### config.mk
export PLATFORM = sky130hd
export DESIGN_NAME = pin_service_tracker
export DESIGN_NICKNAME = d
export VERILOG_FILES = /design/src/rtl/pst_pkg.sv /design/src/rtl/pst_pin_filter.sv /design/src/rtl/pst_pick_high.sv /design/src/rtl/pst_eoi_match.sv /design/src/rtl/pin_service_tracker.sv
export SDC_FILE = /design/constraint.sdc
export NUM_CORES = 1
export LEC_CHECK = 0
export ABC_AREA = 1
export BUFFER_PORTS_ARGS = -buffer_cell sky130_fd_sc_hd__buf_2
export CAP_MARGIN = 20
export CELL_PAD_IN_SITES_DETAIL_PLACEMENT = 1
export CELL_PAD_IN_SITES_GLOBAL_PLACEMENT = 2
export CORE_AREA = 2 2 235 167
export DETAILED_ROUTE_END_ITERATION = 12
export DIE_AREA = 0 0 237 169
export PLACE_DENSITY_LB_ADDON = 0.1
export RECOVER_POWER = 50
export SETUP_SLACK_MARGIN = 0.3
export SLEW_MARGIN = 0
export SYNTH_ARGS = -nofsm -noshare
export SYNTH_HDL_FRONTEND = slang
export SYNTH_SLANG_ARGS = --single-unit
export TNS_END_PERCENT = 10
### constraint.sdc
create_clock -name clk -period 4.12 [get_ports clk]
set_clock_uncertainty 0.2 [all_clocks]
set_input_delay 0.824 -clock clk [delete_from_list [all_inputs] [get_ports clk]]
set_output_delay 0.824 -clock clk [all_outputs]
set_load 0.005 [all_outputs]
### src/rtl/pst_pkg.sv
package pst_pkg;

    localparam int PST_PINS_DEF  = 24;
    localparam int PST_VEC_W_DEF = 8;

    typedef enum logic {
        TRIG_EDGE  = 1'b0,
        TRIG_LEVEL = 1'b1
    } trig_e;

endpackage

### src/rtl/pst_pin_filter.sv
module pst_pin_filter
    import pst_pkg::*;
#(
    parameter int NUM_PINS = PST_PINS_DEF
) (
    input  logic                enable,
    input  logic [NUM_PINS-1:0] level,
    input  logic [NUM_PINS-1:0] prev,
    input  logic [NUM_PINS-1:0] mask,
    input  logic [NUM_PINS-1:0] trig,
    input  logic [NUM_PINS-1:0] req_q,
    output logic [NUM_PINS-1:0] req_nx,
    output logic                any_change
);
    // Pin 0 is permanently excluded from sampling.
    localparam logic [NUM_PINS-1:0] LIVE = ~NUM_PINS'(1);

    logic [NUM_PINS-1:0] accept;
    logic [NUM_PINS-1:0] change;

    assign accept = LIVE & ~mask & {NUM_PINS{enable}};

    for (genvar g = 0; g < NUM_PINS; g++) begin : g_pin
        logic rise;
        assign rise      = level[g] & ~prev[g];
        assign change[g] = accept[g] & (level[g] ^ prev[g]);
        always_comb begin
            if (!accept[g]) begin
                req_nx[g] = req_q[g];
            end else if (trig_e'(trig[g]) == TRIG_LEVEL) begin
                req_nx[g] = level[g];
            end else begin
                req_nx[g] = req_q[g] | rise;
            end
        end
    end

    assign any_change = |change;

endmodule

### src/rtl/pst_pick_high.sv
module pst_pick_high #(
    parameter int WIDTH = 24,
    localparam int IDX_W = $clog2(WIDTH)
) (
    input  logic [WIDTH-1:0] cand,
    output logic             found,
    output logic [IDX_W-1:0] idx
);
    // Later (higher) set bits overwrite earlier ones.
    always_comb begin
        found = 1'b0;
        idx   = '0;
        for (int i = 0; i < WIDTH; i++) begin
            if (cand[i]) begin
                found = 1'b1;
                idx   = IDX_W'(i);
            end
        end
    end

endmodule

### src/rtl/pst_eoi_match.sv
module pst_eoi_match #(
    parameter int ENTRIES = 23,
    parameter int VEC_W   = 8,
    parameter int IDX_W   = 5
) (
    input  logic [ENTRIES*VEC_W-1:0] table_vec,
    input  logic [VEC_W-1:0]         eoi_vec,
    output logic                     hit,
    output logic [IDX_W-1:0]         idx
);
    // Scan downwards so the lowest matching entry is the last one written.
    always_comb begin
        hit = 1'b0;
        idx = '0;
        for (int i = ENTRIES - 1; i >= 0; i--) begin
            if (table_vec[i*VEC_W +: VEC_W] == eoi_vec) begin
                hit = 1'b1;
                idx = IDX_W'(i);
            end
        end
    end

endmodule

### src/rtl/pin_service_tracker.sv
module pin_service_tracker
    import pst_pkg::*;
#(
    parameter int NUM_PINS = PST_PINS_DEF,
    parameter int VEC_W    = PST_VEC_W_DEF
) (
    input  logic                        clk,
    input  logic                        rst_n,
    input  logic                        enable,
    input  logic [NUM_PINS-1:0]         pin_level,
    input  logic [NUM_PINS-1:0]         pin_mask,
    input  logic [NUM_PINS-1:0]         pin_trig,
    input  logic [NUM_PINS*VEC_W-1:0]   pin_vec,
    input  logic                        eoi_valid,
    input  logic [VEC_W-1:0]            eoi_vec,
    input  logic                        ack,
    output logic                        dlv_valid,
    output logic [$clog2(NUM_PINS)-1:0] dlv_pin,
    output logic [VEC_W-1:0]            dlv_vec,
    output logic                        dlv_level,
    output logic                        pend,
    output logic                        eoi_err
);
    localparam int PIN_W    = $clog2(NUM_PINS);
    localparam int SEARCHED = NUM_PINS - 1;

    typedef struct packed {
        logic [NUM_PINS-1:0] req;
        logic [NUM_PINS-1:0] isr;
        logic [NUM_PINS-1:0] prev;
        logic                pend;
        logic                dv;
        logic [PIN_W-1:0]    dp;
        logic [VEC_W-1:0]    dvec;
        logic                dlvl;
        logic                err;
    } st_t;

    st_t st_d, st_q;

    logic [NUM_PINS-1:0] req_nx;
    logic                any_change;
    logic                pick_found;
    logic [PIN_W-1:0]    pick_idx;
    logic                eoi_hit;
    logic [PIN_W-1:0]    eoi_idx;

    pst_pin_filter #(.NUM_PINS(NUM_PINS)) u_filter (
        .enable     (enable),
        .level      (pin_level),
        .prev       (st_q.prev),
        .mask       (pin_mask),
        .trig       (pin_trig),
        .req_q      (st_q.req),
        .req_nx     (req_nx),
        .any_change (any_change)
    );

    pst_pick_high #(.WIDTH(NUM_PINS)) u_pick (
        .cand  (st_q.req & ~st_q.isr),
        .found (pick_found),
        .idx   (pick_idx)
    );

    pst_eoi_match #(.ENTRIES(SEARCHED), .VEC_W(VEC_W), .IDX_W(PIN_W)) u_eoi (
        .table_vec (pin_vec[SEARCHED*VEC_W-1:0]),
        .eoi_vec   (eoi_vec),
        .hit       (eoi_hit),
        .idx       (eoi_idx)
    );

    always_comb begin
        st_d      = st_q;
        st_d.prev = pin_level;
        st_d.req  = req_nx;
        st_d.pend = any_change | (st_q.pend & ~ack);
        st_d.dv   = 1'b0;
        st_d.err  = 1'b0;
        if (eoi_valid) begin
            // EOI has the cycle; service waits.
            if (eoi_hit && st_q.isr[eoi_idx]) begin
                st_d.isr[eoi_idx] = 1'b0;
            end else begin
                st_d.err = 1'b1;
            end
        end else if (pick_found) begin
            st_d.req[pick_idx] = 1'b0;
            st_d.dv            = ~pin_mask[pick_idx];
            st_d.dp            = pick_idx;
            st_d.dvec          = pin_vec[pick_idx*VEC_W +: VEC_W];
            st_d.dlvl          = pin_trig[pick_idx];
            if (trig_e'(pin_trig[pick_idx]) == TRIG_LEVEL) begin
                st_d.isr[pick_idx] = 1'b1;
            end
        end
    end

    always_ff @(posedge clk) begin
        if (!rst_n) begin
            st_q <= '0;
        end else begin
            st_q <= st_d;
        end
    end

    assign dlv_valid = st_q.dv;
    assign dlv_pin   = st_q.dp;
    assign dlv_vec   = st_q.dvec;
    assign dlv_level = st_q.dlvl;
    assign pend      = st_q.pend;
    assign eoi_err   = st_q.err;

endmodule

; Word-level counts from Yosys, hierarchy flattened
; Cells that the tools add are included.
[totals]
register_bits = 89
out_inout_bits = 17
in_bits = 277
[classes]
shift = 1
order_cmp = 4
muxes = 157
reduce_logical = 10
bitwise_logic = 136
eq_ne = 24
[op_table]
columns = cell, n
row1 = $shiftx 192x9->8, 1
row2 = $eq 8x8->1, 23
row3 = $mux 5, 31
row4 = $mux 1, 102
row5 = $and 24x24->24, 4
row6 = $mux 24, 4
row7 = $not 24->24, 4
row8 = $and 1x1->1, 49
row9 = $mux 48, 1
row10 = $mux 4, 8
row11 = $not 1->1, 29
row12 = $or 1x1->1, 25
row13 = $or 24x24->24, 1
row14 = $reduce_or 24->1, 1
row15 = $xor 1x1->1, 24
row16 = $bmux 1 s5, 3
row17 = $lt 5x6->1 const B, 2
row18 = $mux 3, 4
row19 = $demux 1 s5, 2
row20 = $ge 5x1->1 const B, 2
row21 = $mux 2, 2
row22 = $reduce_and 2->1, 2
row23 = $reduce_bool 2->1, 2
row24 = $logic_and 1x1->1, 3
row25 = 3 further kinds, 3

; Depth between registers and ports, before layout
[depth]
depth_word = 33
depth_mapped = 41
mapped_depth_nobuf = 39

; By module
; A second synthesis with hierarchy kept.
[unflattened]
hier_cells = 1754
area_unflattened_um2 = 10631.4
[modules_own_cells]
columns = module, seq_area_each_um2, cells_each, instances, area_each_um2
row1 = pin_service_tracker, 1781.7, 907, 1, 5878.1
row2 = pst_eoi_match, 0.0, 540, 1, 3110.5
row3 = pst_pin_filter, 0.0, 236, 1, 1335.0
row4 = pst_pick_high, 0.0, 71, 1, 307.8

; Least setup slack after synthesis
; Ideal clock, no wire load.
[synth_timing]
kind = input to register
startpoint = input port eoi_vec[1]
endpoint = register st_q[60] (netlist bit)
arrival_time_ns = 3.461
n_path_buf = 5
setup_slack_ns = 0.347
stages = 29
setup_ns = 0.113
path_cell_list = buf_4 -> buf_6 -> buf_6 -> xnor2_1 -> nand3_1 -> nor4_2 -> nand2_1 -> nand3_1 -> nand3_1 -> nand2_1 -> nand2_1 -> nand2_1 -> nand2_1 -> nand2_1 -> nand2_1 -> a31oi_2 -> buf_6 -> inv_2 -> nand4_1 -> nand3_1 -> a21oi_1 -> nand3_1 -> nand2_2 -> nand3_4 -> nand2_4 -> buf_6 -> nand2_1 -> nand2_1 -> nor2_1
[synth_via]
elab_chain_len = 32
elab_cells_between_ends = 83
cone_classes = order compare: 2 / eq/ne: 24 / mux: 52 / bitwise: 2 / reduce/logical: 3
[synth_lines]
columns = element, line_no
row1 = from (decl), pin_service_tracker.sv:15  ; input logic [VEC_W-1:0] eoi_vec,
row2 = $eq 8x8->1, pst_eoi_match.sv:16  ; if (table_vec[i*VEC_W +: VEC_W] == eoi_vec) begin
row3 = $mux 5 (23 in series), pst_eoi_match.sv:16
row4 = $lt 5x6->1 (implied by the code) or $ge 5x1->1 (tied branches), pin_service_tracker.sv:82  ; st_d.isr[eoi_idx] = 1'b0;
row5 = $logic_and 1x1->1 (implied by the code), pin_service_tracker.sv:82
row6 = $mux 1 (implied by the code), pin_service_tracker.sv:82
row7 = $demux 1 s5, pin_service_tracker.sv:82
row8 = $not 24->24 (no line), -
row9 = $and 24x24->24 (no line), -
row10 = $mux 24, pin_service_tracker.sv:81  ; if (eoi_hit && st_q.isr[eoi_idx]) begin
row11 = $mux 24, pin_service_tracker.sv:79  ; if (eoi_valid) begin
row12 = to (signal assigned), pin_service_tracker.sv:102  ; st_q <= st_d;
row13 = to (decl), pin_service_tracker.sv:39  ; st_t st_d, st_q;
; Parallel ways exist; a longest one is shown, timed or not. The select of a mux whose other input is x is not followed.
; A chain may end at the register's enable or synchronous reset.

; Worst setup path in the final report
[layout_timing]
startpoint = input port eoi_vec[0]
endpoint = register st_q[48] (netlist bit)
; Same word-level chain as after synthesis.

==> impl_metrics.tcl <==
set metrics [dict create \
    initial_core_util_pct 26.7 \
    worst_pin_slew_ns 0.818 \
    layout.nets 2438 \
    fp.dieW_um 237 \
    grt_start_max_net_pins 42 \
    r2r_start "st_q[68]$_SDFF_PN0_" \
    rsz0062_at_grt "true" \
    async_flop_share_pct 0 \
    crit_slowest_cell "or2_2" \
    rrSetupSlack_ns 0.22 \
    multi_input_area_um2 7250 \
    hp-class "flop to flop" \
    relSlewSlack_pct 45.4 \
    wl_per_cell_um 21.2 \
    crit_path_end_kind "flop" \
    ir_drop_v 0.000265 \
    root_buffer "clkbuf_16" \
    ctsLongestPathBuffers 2 \
    cts_sinks 88 \
    crit_path_frequent_cell "nand2_1" \
    syn_inst 1776 \
    synth_cell_types 55 \
    hp-start "st_q[88]$_SDFF_PN0_" \
    synth_area_leaders "nand2_1 (18%), dfxtp_1 (17%), inv_1 (9.6%), nor2_1 (9.6%), o22ai_1 (4.1%)" \
    grtUsageMet1_pct 42.0 \
    htreeDepth 3 \
    p_leak_uw 0.00722 \
    fmax_ghz 0.246 \
    critPathLaunch "eoi_vec[0]" \
    cts_tree "done" \
    synth_top_area_cell "nand2_1" \
    dp_hpwl_um 45400 \
    seq_area_um2 1760 \
    finalCriticalPeriod_ns 4.06 \
    overflow 0 \
    top_usage_layer "met1" \
    report.final.slew_viol_count 0 \
    syn_nets 2076 \
    period_share_pct 98.6 \
    drtIter0Drc 1016 \
    num_rows 60 \
    grt.met2_usage_pct 40.5 \
    grtUsageTotal_pct 27.4 \
    numCtsBuffers 9 \
    syn2layout_area_growth_pct 38.8 \
    ioPinCount 294 \
    detail-route-antenna-nets 0 \
    dieHeight_um 169 \
    postSynthAreaPerCell_um2 5.70 \
    clk_pin_slew_ns 0.07 \
    fillers 5103 \
    synth_edf_count 0 \
    netlist.area_leader.share_pct 17.6 \
    power_uw 7130 \
    portBuffers 292 \
    worst-path-max-fanout 8 \
    die_area_um2 40100 \
    first_global_vias 13600 \
    netlist_area_um2 10100 \
    drive_above_1_share_pct 27.4 \
    drc 0 \
    vias_per_cell 5.11 \
    fin_setup_tns_ns 0 \
    finalSetupViolCount 0 \
    drv_cap 0 \
    finalHoldViolations 0 \
    vias 13500 \
    wl_um 56000 \
    ys.flop_type "dfxtp_1" \
    slowest_delay_ns 0.30 \
    cp_data_arrival_time_ns 4.18 \
    worstPathRequired_ns 4.23 \
    use_met3_pct 3.13 \
    p_per_area_nw_per_um2 508 \
    worstSkewPairLatency_ns 0.37 \
    core_um2 37900 \
    ys_warn_count 0 \
    status "complete, no violations" \
    dr.pass1.iters 5 \
    grt_pass1_wl_um 82600 \
    antenna_found_initial 11 \
    place.gp.congestion 0.890 \
    start_kind "input port" \
    ys_seq_elements 88 \
    ys_seq_area_share_pct 17.4 \
    path_class "input port to flop" \
]
==> metal layers <==
metal  vias to the layer above  share of wire [%]
li1                       6507                  -
met1                      6590                 52
met2                       367                 42
met3                        51                5.3
met4                         2                1.5
met5                         -              0.023
==> cells by family after synthesis <==
logic type | count (synthesis) | synth area share (%)
buffers and inverters | 368 | 15.8
AOI/OAI and AO/OA | 279 | 17.9
DFF | 88 | 17.4
xor gates and xnor gates | 62 | 5.36
adders and majority gates | 23 | 2.84
and+or+nand+nor | 956 | 40.7
==> what timing repair did <==
item	in CTS	in global routing
cloned	4	0
hold buffers	0	0
buffers inserted	12	4
pin swaps	39	72
resized for setup	91	104
setup endpoints to repair	33	35
endpoints found under the hold margin	0	0
==> Yosys cell counts (all sizes together) (30+ instances only) <==
cell type and n:
o21ai 72, o22ai 66, nor2 260, nor3 33, nand2 483, or2 30
xor2 38, a21oi 34, nand3 64, inv 268, dfxtp 88, clkbuf 34
buf 64
==> report_power, final <==
group          switching [uW]  leakage, uW  internal [uW]
Clock                     416     0.000154            536
Sequential                149     0.000728           1050
Combinational            3190      0.00634           1780
==> placed cells by master, fill, tap and decap left out, types with 8 or more instances in the layout <==
cell and n:
o221ai_1 9, nor3_1 31, nor4_1 16, buf_6 20, o22ai_1 65, o21ai_0 64, a22oi_1 21, a221oi_1 10
xnor2_1 23, nand3_2 16, ha_1 23, nand2_1 454, o2111ai_1 12, a21oi_1 30, nand2_4 8, o211ai_1 9
nor2_2 17, clkbuf_16 9, a31oi_1 8, nor2_1 240, and3_1 8, nand4_1 29, or2_2 27, o21ai_1 8
buf_2 268, buf_4 116, xor2_1 38, inv_1 254, buf_12 21, clkbuf_1 14, dfxtp_1 87, nand3_1 47
nand2_2 17
==> registers in the layout, indices dropped and copies added (netlist names) <==
| name | count |
|---|---|
| dlv_vec | 8 |
| dlv_valid | 1 |
| dlv_level | 1 |
| dlv_pin | 5 |
| pend | 1 |
| eoi_err | 1 |
| st_q | 71 |
==> path summary, 6_finish.rpt <==
kind                           endpoint  cells past startpoint
hold reg to reg     st_q[88]$_SDFF_PN0_                      2
hold / removal      st_q[88]$_SDFF_PN0_                      2
setup reg to reg  st_q[52]$_SDFFE_PN0P_                     24
setup / recovery  st_q[48]$_SDFFE_PN0P_                     30
==> stage by stage <==
stage                     std cells  cell area [um^2]  hold WS, ns  worst slack (ns)  utilization (%)
after floorplan                1776             10100        0.235             0.347                -
after global placement         2603             12800        0.253            -0.324             33.7
after detailed placement       2603             12800        0.262            -0.416             33.7
after CTS                      2635             13700        0.272             0.244             36.0
after global routing           2646             14000        0.300            -0.150             37.1
final                          2646             14000        0.274            0.0579             37.1
==> area by class of cell <==
type	count	share of cell area (%)
Multi-Input combinational cell	1323	51.6
Timing Repair Buffer	446	21.6
Sequential cell	88	12.5
Inverter	270	7.48
Tap cell	496	4.42
Clock buffer	10	1.63
Clock inverter	6	0.641
Antenna cell	7	0.125
==> critical path, delay by kind of cell <==
| kind | cells | cell delay (ns) |
|---|---|---|
| AND/OR/NAND/NOR | 19 | 1.80 |
| buffers and inverters | 9 | 1.05 |
| AO/OA/AOI/OAI | 2 | 0.46 |
No activity file was read; power rests on OpenSTA's default activity.
